$ cat config.mk
export PLATFORM = sky130hd
export DESIGN_NAME = pdc_timer
export DESIGN_NICKNAME = d
export VERILOG_FILES = /design/src/rtl/tmr_pkg.sv /design/src/rtl/tmr_prescaler.sv /design/src/rtl/tmr_core.sv /design/src/rtl/tmr_regs.sv /design/src/rtl/pdc_timer.sv
export SDC_FILE = /design/constraint.sdc
export NUM_CORES = 1
export LEC_CHECK = 0
export BUFFER_PORTS_ARGS = -buffer_cell sky130_fd_sc_hd__buf_4
export CORE_ASPECT_RATIO = 1.25
export CORE_MARGIN = 1
export CORE_UTILIZATION = 51
export CTS_CLUSTER_SIZE = 40
export DETAILED_ROUTE_END_ITERATION = 8
export PLACE_DENSITY = 0.69
export SLEW_MARGIN = 20
export SYNTH_ARGS = -nofsm -noshare
export SYNTH_HDL_FRONTEND = slang
export SYNTH_HIERARCHICAL = 1
export SYNTH_SLANG_ARGS = --single-unit
$ cat constraint.sdc
create_clock -name clk -period 4.9 [get_ports clk]
set_clock_uncertainty 0.15 [all_clocks]
set_input_delay 0.98 -clock clk [delete_from_list [all_inputs] [get_ports clk]]
set_output_delay 0.98 -clock clk [all_outputs]
set_load 0.005 [all_outputs]
$ cat src/rtl/tmr_pkg.sv
package tmr_pkg;

  typedef enum logic [1:0] {
    MODE_ONESHOT  = 2'd0,
    MODE_PERIODIC = 2'd1,
    MODE_WATCHDOG = 2'd2,
    MODE_RSVD     = 2'd3
  } tmr_mode_e;

  localparam int unsigned REG_CTRL    = 0;
  localparam int unsigned REG_RELOAD  = 1;
  localparam int unsigned REG_COUNT   = 2;
  localparam int unsigned REG_STATUS  = 3;
  localparam int unsigned REG_RESTART = 4;

  localparam int unsigned LONGEST_US = 2000000;

  // tick period in microseconds for each rate code
  function automatic int unsigned rate_period_us(input logic [3:0] code);
    case (code)
      4'd0:    return 1;
      4'd1:    return 2;
      4'd2:    return 10;
      4'd3:    return 100;
      4'd4:    return 1000;
      4'd5:    return 10000;
      4'd6:    return 100000;
      4'd7:    return 1000000;
      4'd8:    return 2000000;
      4'd9:    return 4;
      4'd10:   return 20;
      4'd11:   return 200;
      4'd12:   return 2000;
      4'd13:   return 20000;
      4'd14:   return 200000;
      default: return 500000;
    endcase
  endfunction

endpackage

$ cat src/rtl/tmr_prescaler.sv
module tmr_prescaler #(
  parameter int unsigned CLK_PER_US = 32
) (
  input  logic       clk,
  input  logic       rst,
  input  logic       run,
  input  logic       restart,
  input  logic [3:0] rate,
  output logic       tick
);
  import tmr_pkg::*;

  localparam int unsigned MAX_DIV = CLK_PER_US * LONGEST_US;
  localparam int unsigned PRE_W   = $clog2(MAX_DIV);

  logic [PRE_W-1:0] div_cnt;
  logic [PRE_W-1:0] div_lim;

  always_comb begin
    div_lim = PRE_W'(CLK_PER_US * rate_period_us(rate) - 1);
  end

  always_ff @(posedge clk) begin
    if (rst || restart || !run) begin
      div_cnt <= '0;
      tick    <= 1'b0;
    end else if (div_cnt == div_lim) begin
      div_cnt <= '0;
      tick    <= 1'b1;
    end else begin
      div_cnt <= div_cnt + 1'b1;
      tick    <= 1'b0;
    end
  end

endmodule

$ cat src/rtl/tmr_core.sv
module tmr_core #(
  parameter int unsigned CNT_W = 8
) (
  input  logic                clk,
  input  logic                rst,
  input  logic                tick,
  input  logic                load,
  input  logic [CNT_W-1:0]    reload,
  input  tmr_pkg::tmr_mode_e  mode,
  output logic [CNT_W-1:0]    cnt,
  output logic                timeout
);
  import tmr_pkg::*;

  localparam logic [CNT_W-1:0] ONE = CNT_W'(1);

  assign timeout = tick && !load && (cnt == ONE);

  always_ff @(posedge clk) begin
    if (rst) begin
      cnt <= '0;
    end else if (load) begin
      cnt <= reload;
    end else if (tick) begin
      if (cnt != '0) begin
        cnt <= cnt - ONE;
      end else if (mode == MODE_PERIODIC) begin
        cnt <= reload;
      end
    end
  end

endmodule

$ cat src/rtl/tmr_regs.sv
module tmr_regs #(
  parameter int unsigned   CNT_W      = 8,
  parameter int unsigned   ADDR_W     = 3,
  parameter logic [CNT_W-1:0] RELOAD_RST = '1
) (
  input  logic                clk,
  input  logic                rst,
  input  logic                wr_en,
  input  logic                rd_en,
  input  logic [ADDR_W-1:0]   addr,
  input  logic [CNT_W-1:0]    wdata,
  input  logic [CNT_W-1:0]    cnt,
  input  logic                timeout,
  output logic [CNT_W-1:0]    rdata,
  output tmr_pkg::tmr_mode_e  mode,
  output logic                run,
  output logic [3:0]          rate,
  output logic [CNT_W-1:0]    reload,
  output logic                load,
  output logic                presc_restart,
  output logic                pend,
  output logic                irq_o,
  output logic                fail_n_o
);
  import tmr_pkg::*;

  logic irq_en;
  logic fail_q;
  logic wr_ctrl, wr_reload, wr_status, wr_restart;
  logic wd_running;
  logic [CNT_W-1:0] rd_mux;

  assign wr_ctrl    = wr_en && (addr == ADDR_W'(REG_CTRL));
  assign wr_reload  = wr_en && (addr == ADDR_W'(REG_RELOAD));
  assign wr_status  = wr_en && (addr == ADDR_W'(REG_STATUS));
  assign wr_restart = wr_en && (addr == ADDR_W'(REG_RESTART));
  assign wd_running = run && (mode == MODE_WATCHDOG);

  assign load          = (wr_ctrl && wdata[2] && !run) || wr_restart;
  assign presc_restart = load || (wr_ctrl && (wdata[7:4] != rate));

  always_ff @(posedge clk) begin
    if (rst) begin
      mode   <= MODE_ONESHOT;
      run    <= 1'b0;
      irq_en <= 1'b0;
      rate   <= 4'd0;
      reload <= RELOAD_RST;
    end else begin
      if (wr_ctrl) begin
        mode   <= tmr_mode_e'(wdata[1:0]);
        run    <= wdata[2];
        irq_en <= wdata[3];
        rate   <= wdata[7:4];
      end
      if (wr_reload) reload <= wdata;
    end
  end

  // pending flag: set has priority over write-one-to-clear
  always_ff @(posedge clk) begin
    if (rst) begin
      pend <= 1'b0;
    end else if (timeout) begin
      pend <= 1'b1;
    end else if (wr_status && wdata[0]) begin
      pend <= 1'b0;
    end
  end

  // failure latch: clear refused while the watchdog runs
  always_ff @(posedge clk) begin
    if (rst) begin
      fail_q <= 1'b0;
    end else if (timeout && (mode == MODE_WATCHDOG)) begin
      fail_q <= 1'b1;
    end else if (wr_status && wdata[1] && !wd_running) begin
      fail_q <= 1'b0;
    end
  end

  always_comb begin
    rd_mux = '0;
    case (addr)
      ADDR_W'(REG_CTRL):   rd_mux[7:0] = {rate, irq_en, run, mode};
      ADDR_W'(REG_RELOAD): rd_mux = reload;
      ADDR_W'(REG_COUNT):  rd_mux = cnt;
      ADDR_W'(REG_STATUS): rd_mux[1:0] = {fail_q, pend};
      default:             rd_mux = '0;
    endcase
  end

  always_ff @(posedge clk) begin
    if (rst) begin
      rdata <= '0;
    end else if (rd_en) begin
      rdata <= rd_mux;
    end
  end

  assign irq_o    = pend & irq_en;
  assign fail_n_o = ~fail_q;

endmodule

$ cat src/rtl/pdc_timer.sv
module pdc_timer #(
  parameter int unsigned      CNT_W      = 8,
  parameter int unsigned      ADDR_W     = 3,
  parameter int unsigned      CLK_PER_US = 32,
  parameter logic [CNT_W-1:0] RELOAD_RST = '1
) (
  input  logic              clk,
  input  logic              rst,
  input  logic              wr_en,
  input  logic              rd_en,
  input  logic [ADDR_W-1:0] addr,
  input  logic [CNT_W-1:0]  wdata,
  output logic [CNT_W-1:0]  rdata,
  output logic              irq_o,
  output logic              fail_n_o
);
  import tmr_pkg::*;

  tmr_mode_e        mode_w;
  logic             run_w;
  logic [3:0]       rate_w;
  logic [CNT_W-1:0] reload_w;
  logic             load_w;
  logic             presc_rst_w;
  logic             pend_w;
  logic             tick_w;
  logic [CNT_W-1:0] cnt_w;
  logic             timeout_w;

  tmr_regs #(
    .CNT_W(CNT_W), .ADDR_W(ADDR_W), .RELOAD_RST(RELOAD_RST)
  ) u_regs (
    .clk(clk), .rst(rst), .wr_en(wr_en), .rd_en(rd_en), .addr(addr),
    .wdata(wdata), .cnt(cnt_w), .timeout(timeout_w), .rdata(rdata),
    .mode(mode_w), .run(run_w), .rate(rate_w), .reload(reload_w),
    .load(load_w), .presc_restart(presc_rst_w), .pend(pend_w),
    .irq_o(irq_o), .fail_n_o(fail_n_o)
  );

  tmr_prescaler #(.CLK_PER_US(CLK_PER_US)) u_pre (
    .clk(clk), .rst(rst), .run(run_w), .restart(presc_rst_w),
    .rate(rate_w), .tick(tick_w)
  );

  tmr_core #(.CNT_W(CNT_W)) u_core (
    .clk(clk), .rst(rst), .tick(tick_w), .load(load_w), .reload(reload_w),
    .mode(mode_w), .cnt(cnt_w), .timeout(timeout_w)
  );

endmodule

==> tab_implementation.tex, run 1 <==
\begin{tabular}{lr}
\hline
Metric & Value \\
\hline
\multicolumn{2}{l}{\textbf{Run status}} \\
\quad Result of the run & completed \\
\multicolumn{2}{l}{\textbf{Route}} \\
\quad First drt pass iteration count & 4 \\
\quad Post-detailed-routing wire length & 10.7 mm \\
\quad Number of DRC markers after the initial detailed-route iteration & 221 \\
\quad Average wire per standard cell & 17.3 um \\
\quad DR vias & 3795 \\
\quad Number of antenna-violating nets in the routed design & 0 \\
\quad Vias per Instance & 6.15 \\
\quad Remaining DRCs & 0 \\
\multicolumn{2}{l}{\textbf{Floorplanning}} \\
\quad Die ar. & 0.00887 mm\^{}2 \\
\quad CORE AREA & 0.00824 mm\^{}2 \\
\quad Floorplan die height & 105 um \\
\quad I/O Pins & 25 \\
\quad Die Width & 84.4 um \\
\quad Cell Rows & 37 \\
\quad Starting density of the core & 0.526 \\
\multicolumn{2}{l}{\textbf{Logic synthesis}} \\
\quad Mean Syn Cell Area & 8.59 um\^{}2 \\
\quad Net Count, Synth & 532 \\
\quad Area of the mapped netlist & 0.00433 mm\^{}2 \\
\quad Portion of the post-synthesis area used by sequential elements & 0.282 \\
\quad Count of mapped cells out of synthesis & 504 \\
\quad Synth area leaders & dfxtp\_1 28\%, xor2\_1 5.7\%, mux2i\_1 4.6\%, xnor2\_1 4.2\%, ha\_1 3.8\% \\
\quad Number of distinct standard cells referenced by the synthesized netlist & 75 \\
\quad Yosys warns & 6 \\
\quad Area share of the largest cell type after synthesis & 0.282 \\
\quad \#FFs+latches synth & 61 \\
\quad Predominant post-synthesis flop cell & dfxtp\_1 \\
\quad Cell type contributing the most total cell area after synthesis & dfxtp\_1 \\
\quad Fraction of registers with async set or reset after synthesis & 0 \\
\quad Number of enable-type register cells in the synthesized netlist & 0 \\
\multicolumn{2}{l}{\textbf{Clock tree}} \\
\quad Post-CTS Resized & 0 \\
\quad Clock latency reported for the late side of the worst-skew pair & 340 ps \\
\quad Number of hold buffers added after CTS & 0 \\
\quad Max H-tree Level & 3 \\
\quad Number of buffers created by CTS & 9 \\
\quad CTS clk-pin slew, worst paths & 60 ps \\
\quad Maximum clock insertion buffer count & 2 \\
\quad CTS tree & built \\
\quad Cell chosen for the clock root & clkbuf\_8 \\
\quad Setup Buffers After CTS & 0 \\
\quad Clock sink count & 61 \\
\multicolumn{2}{l}{\textbf{Critical path}} \\
\quad Worst setup path startpoint & u\_regs/rate[0] \\
\quad Kind of start point of the critical path & flip-flop \\
\quad CP endpoint & u\_pre/div\_cnt[24] \\
\quad Reg2Reg Setup Slack & 660 ps \\
\quad Endpoint of the worst-slack reg-to-reg timing path & u\_pre/div\_cnt[24] \\
\quad Setup crit end kind & flip-flop \\
\quad Kind of critical path & flip-flop to flip-flop \\
\quad Critical register-to-register path startpoint & u\_regs/rate[0] \\
\quad Arrival time of the worst setup path & 4260 ps \\
\quad Worst R2R Path Depth & 14 \\
\quad Highest fanout seen on the critical path & 25 \\
\quad Required time at the endpoint of the critical path & 4920 ps \\
\multicolumn{2}{l}{\textbf{Final layout}} \\
\quad Antenna diode instance count & 0 \\
\quad Layout overhead on the synthesized area & 8.17\% \\
\quad FF/Latch Area & 0.00122 mm\^{}2 \\
\quad Final Cell Area & 0.00469 mm\^{}2 \\
\quad Layout cells sized above 1 & 0.154 \\
\quad \# nets final & 545 \\
\quad Combined area of the multi-input logic cells & 0.00286 mm\^{}2 \\
\quad Final core area utilization & 0.569 \\
\quad Fill cells & 783 \\
\multicolumn{2}{l}{\textbf{GRT}} \\
\quad Vias in the first global route & 3705 \\
\quad Overall global routing resource usage & 0.251 \\
\quad Global-route wire length before repair & 17.7 mm \\
\quad Maximum number of pins on one net before global-route repair & 29 \\
\quad Initial antenna violation count & 0 \\
\quad Overall overflow remaining after global route & 0 \\
\multicolumn{2}{l}{\textbf{STA}} \\
\quad Post-layout min period & 4240 ps \\
\quad Relative max-transition margin & 0.255 \\
\quad Number of setup violations in the final report & 0 \\
\quad Max Clk Rate & 236 MHz \\
\quad Share of the clock period used by the worst path & 0.866 \\
\quad Number of max-slew violations in the final report & 0 \\
\quad Unrepaired setup endpoints after global routing & false \\
\quad Worst-margin pin slew & 1110 ps \\
\quad Total negative setup slack & 0 ps \\
\quad Post-route worst hold slack & 339 ps \\
\quad Total count of hold-check failures in the final report & 0 \\
\multicolumn{2}{l}{\textbf{Placed design}} \\
\quad Final RePlAce weighted congestion & 0.921 \\
\quad Count of input and output buffers & 24 \\
\quad Post-placement cell area & 0.00449 mm\^{}2 \\
\quad Estimated wirelength of the detail-placed design & 7.87 mm \\
\multicolumn{2}{l}{\textbf{Pwr}} \\
\quad Leakage dissipation & 1.66 nW \\
\quad Total power consumption of the routed design & 1.26 mW \\
\quad Worst voltage drop across the vdd grid & 158 uV \\
\quad Power density over the cells & 269 mW/mm\^{}2 \\
\multicolumn{2}{l}{\textbf{Hold path}} \\
\quad Tightest Hold Check Type & flip-flop to flip-flop \\
\multicolumn{2}{l}{\textbf{Job}} \\
\quad Max-cap violations & 0 \\
\hline
\end{tabular}
-- final cells by class --
cell class                 count  share of cell area
multi-input combinational    397               0.609
sequential                    61               0.261
timing repair buffer          29              0.0465
clock buffer                  13              0.0360
tap                           97              0.0259
inverter                      19              0.0152
clock inverter                 1             0.00641
-- placed cells by master, fill, tap and decap left out, drive strengths merged, types with 19 or more instances in the layout --
| master | netlist | layout |
|---|---|---|
| a21oi | 27 | 27 |
| buf | 18 | 29 |
| dfxtp | 61 | 61 |
| inv | 19 | 19 |
| mux2i | 20 | 20 |
| nand2 | 40 | 40 |
| nand3 | 22 | 22 |
| nor2 | 24 | 24 |
| nor3 | 33 | 33 |
| xnor2 | 21 | 21 |
| xor2 | 28 | 28 |
-- sequential cells by signal, indices dropped and copies added (netlist names) --
signal and cells:
u_pre/tick 1, u_regs/reload 8, u_regs/rdata 8, u_regs/run 1, u_regs/pend 1, u_regs/fail_q 1
u_core/cnt 8, u_pre/div_cnt 26, u_regs/rate 4, u_regs/mode 2, u_regs/irq_en 1
-- per-stage QoR --
step,std cells,setup slack (ps)
2_1_floorplan,504,1100
3_5_place_dp,603,739
5_1_grt,617,330
3_3_place_gp,603,892
4_1_cts,617,697
6_report,617,659
-- metal layers --
layer  global-route usage  part of all wire
met5                    0                 0
met1                0.271              0.41
met2                0.466              0.53
met3               0.0434             0.032
met4                0.125             0.026
-- power by group --
group	switching [mW]	leakage, nW	internal, mW
clock network	0.183	0.102	0.271
registers	0.0221	0.493	0.509
logic	0.159	1.07	0.116
-- critical path, stage by stage (launching register included) --
cell and delay, ps:
dfxtp_1 560, inv_1 220, ha_1 490, inv_1 90
nor2_1 150, nand2_1 80, ha_1 200, xnor2_1 200
xnor2_1 90, or4_4 530, a2111oi_4 330, o2111ai_1 200
a2111oi_4 310, buf_4 370, nor3_1 90
-- synth_stat cells (4+ instances only) --
master,n
mux2_2,5
ha_1,13
xnor2_1,21
nor2_1,23
nor3_2,10
buf_6,7
nand4_1,9
nor3_1,23
nor4_1,5
nand3b_1,5
nand2b_1,7
or2_2,4
nand3_1,22
a211o_1,11
o22ai_1,4
o2bb2ai_1,7
or3_1,4
nand2_1,40
a21oi_1,26
a22o_1,6
mux2i_1,20
xor2_1,28
nor2b_1,16
buf_2,8
dfxtp_1,61
inv_1,17
and2_1,5
nor3b_1,5
o21ai_0,18
clkbuf_1,9
-- logic make-up after synthesis --
group           after synthesis  share of synthesized area
fa+ha+maj                    13                     0.0376
buf+inv                      46                     0.0589
compound gates              110                      0.195
flops                        61                      0.282
mux                          25                     0.0592
xor+xnor                     49                     0.0991
simple gates                200                      0.268
-- worst min-delay path by stage --
stage	slack, ps	end	from	cells after the start
floorplan	290	u_regs/irq_en	u_regs/irq_en	2
global placement	320	u_regs/rdata[3]	u_regs/rdata[3]	1
detailed placement	320	u_regs/rdata[4]	u_regs/rdata[4]	1
CTS	350	u_regs/rdata[7]	u_regs/rdata[7]	1
global route	350	u_regs/rdata[7]	u_regs/rdata[7]	1
finish	340	u_regs/rdata[7]	u_regs/rdata[7]	1
(Power assumes the default switching activity.)
==> inputs of run 2 (changes only) <==
- CORE_UTILIZATION: 51 -> 61
- CTS_CLUSTER_SIZE: 40 -> 16
- PLACE_DENSITY: 0.69 -> 0.8
==> tab_implementation.tex, run 2 (same netlist as run 1, synthesis figures left out) <==
\begin{tabular}{lr}
\hline
Metric & Value \\
\hline
\multicolumn{2}{l}{\textbf{Run status}} \\
\quad Result of the run & completed (unchanged) \\
\multicolumn{2}{l}{\textbf{Floorplanning}} \\
\quad CORE AREA & 0.00693 mm\^{}2 (was 0.00824 mm\^{}2) \\
\quad Cell Rows & 34 (was 37) \\
\quad I/O Pins & 25 (unchanged) \\
\quad Floorplan die height & 96.2 um (was 105 um) \\
\quad Die Width & 77.4 um (was 84.4 um) \\
\quad Starting density of the core & 0.625 (was 0.526) \\
\quad Die ar. & 0.00744 mm\^{}2 (was 0.00887 mm\^{}2) \\
\multicolumn{2}{l}{\textbf{Final layout}} \\
\quad Antenna diode instance count & 0 (unchanged) \\
\quad Layout cells sized above 1 & 0.159 (was 0.154) \\
\quad Layout overhead on the synthesized area & 8.41\% (was 8.17\%) \\
\quad Leading cell type in the layout, fill and taps excluded & dfxtp\_1 (unchanged) \\
\quad Largest register FFs & 26 (unchanged) \\
\quad \# nets final & 544 (was 545) \\
\quad Most flops, register & u\_pre/div\_cnt (unchanged) \\
\quad Most frequent cells in the layout & 61 x dfxtp\_1, 39 x nand2\_1, 28 x buf\_4, 28 x xor2\_1, 26 x a21oi\_1 (was 61 x dfxtp\_1, 40 x nand2\_1, 29 x buf\_4) \\
\multicolumn{2}{l}{\textbf{STA}} \\
\quad Total negative setup slack & 0 ps (unchanged) \\
\quad Relative max-transition margin & 0.398 (was 0.255) \\
\quad Post-layout min period & 4190 ps (was 4240 ps) \\
\quad Worst-margin pin slew & 894 ps (was 1110 ps) \\
\quad Total count of hold-check failures in the final report & 0 (unchanged) \\
\quad Share of the clock period used by the worst path & 0.855 (was 0.866) \\
\quad Max Clk Rate & 239 MHz (was 236 MHz) \\
\quad Unrepaired setup endpoints after global routing & false (unchanged) \\
\quad Post-route setup slack & 708 ps (was 659 ps) \\
\quad Number of max-slew violations in the final report & 0 (unchanged) \\
\quad Number of setup violations in the final report & 0 (unchanged) \\
\multicolumn{2}{l}{\textbf{Clock tree}} \\
\quad Max H-tree Level & 3 (unchanged) \\
\quad CTS tree & built (unchanged) \\
\quad Maximum clock insertion buffer count & 2 (unchanged) \\
\quad Clock sink count & 61 (unchanged) \\
\quad CTS clk-pin slew, worst paths & 70 ps (was 60 ps) \\
\quad Cell chosen for the clock root & clkbuf\_8 (unchanged) \\
\quad Clock latency reported for the late side of the worst-skew pair & 340 ps (about the same) \\
\quad Setup Buffers After CTS & 0 (unchanged) \\
\quad Number of hold buffers added after CTS & 0 (unchanged) \\
\quad Post-CTS Resized & 0 (unchanged) \\
\quad Number of buffers created by CTS & 9 (unchanged) \\
\multicolumn{2}{l}{\textbf{Critical path}} \\
\quad Reg2Reg Setup Slack & 710 ps (was 660 ps) \\
\quad Critical register-to-register path startpoint & u\_regs/rate[1] (was u\_regs/rate[0]) \\
\quad Highest fanout seen on the critical path & 25 (unchanged) \\
\quad Required time at the endpoint of the critical path & 4940 ps (was 4920 ps) \\
\quad Arrival time of the worst setup path & 4240 ps (was 4260 ps) \\
\quad Kind of critical path & flip-flop to flip-flop (unchanged) \\
\quad Setup crit end kind & flip-flop (unchanged) \\
\quad CP endpoint & u\_pre/div\_cnt[17] (was u\_pre/div\_cnt[24]) \\
\quad Worst setup path startpoint & u\_regs/rate[1] (was u\_regs/rate[0]) \\
\quad Worst R2R Path Depth & 14 (unchanged) \\
\quad Endpoint of the worst-slack reg-to-reg timing path & u\_pre/div\_cnt[17] (was u\_pre/div\_cnt[24]) \\
\quad Kind of start point of the critical path & flip-flop (unchanged) \\
\multicolumn{2}{l}{\textbf{Route}} \\
\quad Vias per Instance & 6.31 (was 6.15) \\
\quad Number of antenna-violating nets in the routed design & 0 (unchanged) \\
\quad Number of DRC markers after the initial detailed-route iteration & 228 (was 221) \\
\quad First drt pass iteration count & 5 (was 4) \\
\quad Average wire per standard cell & 17.8 um (was 17.3 um) \\
\quad Post-detailed-routing wire length & 10.9 mm (was 10.7 mm) \\
\quad Remaining DRCs & 0 (unchanged) \\
\quad DR vias & 3858 (was 3795) \\
\multicolumn{2}{l}{\textbf{Pwr}} \\
\quad Leakage dissipation & 1.66 nW (about the same) \\
\quad Power density over the cells & 281 mW/mm\^{}2 (was 269 mW/mm\^{}2) \\
\quad Total power consumption of the routed design & 1.32 mW (was 1.26 mW) \\
\quad Worst voltage drop across the vdd grid & 273 uV (was 158 uV) \\
\multicolumn{2}{l}{\textbf{GRT}} \\
\quad Initial antenna violation count & 0 (unchanged) \\
\quad Vias in the first global route & 3744 (was 3705) \\
\quad Overall global routing resource usage & 0.305 (was 0.251) \\
\quad Global-route wire length before repair & 17.8 mm (was 17.7 mm) \\
\quad Maximum number of pins on one net before global-route repair & 29 (unchanged) \\
\quad Overall overflow remaining after global route & 0 (unchanged) \\
\multicolumn{2}{l}{\textbf{Placed design}} \\
\quad Final RePlAce weighted congestion & 0.950 (was 0.921) \\
\quad Estimated wirelength of the detail-placed design & 7.75 mm (was 7.87 mm) \\
\quad Minimum setup slack after placement & 745 ps (was 739 ps) \\
\quad Count of input and output buffers & 24 (unchanged) \\
\multicolumn{2}{l}{\textbf{Hold path}} \\
\quad Tightest Hold Check Type & flip-flop to flip-flop (unchanged) \\
\quad Hold Path Stages & 1 (unchanged) \\
\multicolumn{2}{l}{\textbf{Job}} \\
\quad Max-cap violations & 0 (unchanged) \\
\hline
\end{tabular}
## run 2: worst min path at each step
stage | slack, ps | end | startpoint
after detailed placement | 320 | u_regs/rdata[4] | u_regs/rdata[4]
final | 330 | u_regs/rdata[4] | u_regs/rdata[4]
after global placement | 320 | u_regs/rdata[5] | u_regs/rdata[5]
after floorplan | 290 | u_regs/irq_en | u_regs/irq_en
after global routing | 370 | u_regs/rdata[5] | u_regs/rdata[5]
after CTS | 340 | u_regs/rdata[4] | u_regs/rdata[4]
## run 2: layout make-up
cell class	count	area (um^2)
repair buffers	28	210
inverters	19	71.3
clock inverters	7	98.8
clock buffers	9	124
multi-input cells	397	2860
flip-flops and latches	61	1220
well taps	90	113
fillers	555	2240
## run 2: routing by layer
layer | global-route usage | routed length (um) | part of all wire | vias to the layer above
li1 | - | - | - | 1857
met1 | 0.322 | 4270 | 0.39 | 1822
met2 | 0.571 | 5690 | 0.52 | 138
met3 | 0.0512 | 500 | 0.046 | 41
met4 | 0.179 | 445 | 0.041 | 0
met5 | 0 | 0 | 0 | -
## run 2: power breakdown
group / total, mW / switching, mW / internal, mW
logic: 0.280 / 0.163 / 0.116
clock network: 0.509 / 0.220 / 0.289
registers: 0.532 / 0.0231 / 0.508
## run 2: critical path, cell delays in order, from the launching register on
cell,delay [ps]
dfxtp_1,610
inv_1,200
ha_1,480
inv_1,90
nor2_1,130
nand2_1,70
ha_1,200
xnor2_1,190
xnor2_1,90
or4_4,520
a2111oi_4,330
o2111ai_1,200
a2111oi_4,310
buf_4,370
nor3_1,100
## run 2: stage by stage
stage                     utilization  hold WS (ps)  std cells  area [um^2]
final                           0.677           335        611         4700
after global routing            0.677           367        611         4700
after CTS                       0.677           336        611         4690
after detailed placement        0.645           318        595         4470
after global placement          0.645           319        595         4470
after floorplan                     -           294        504         4330
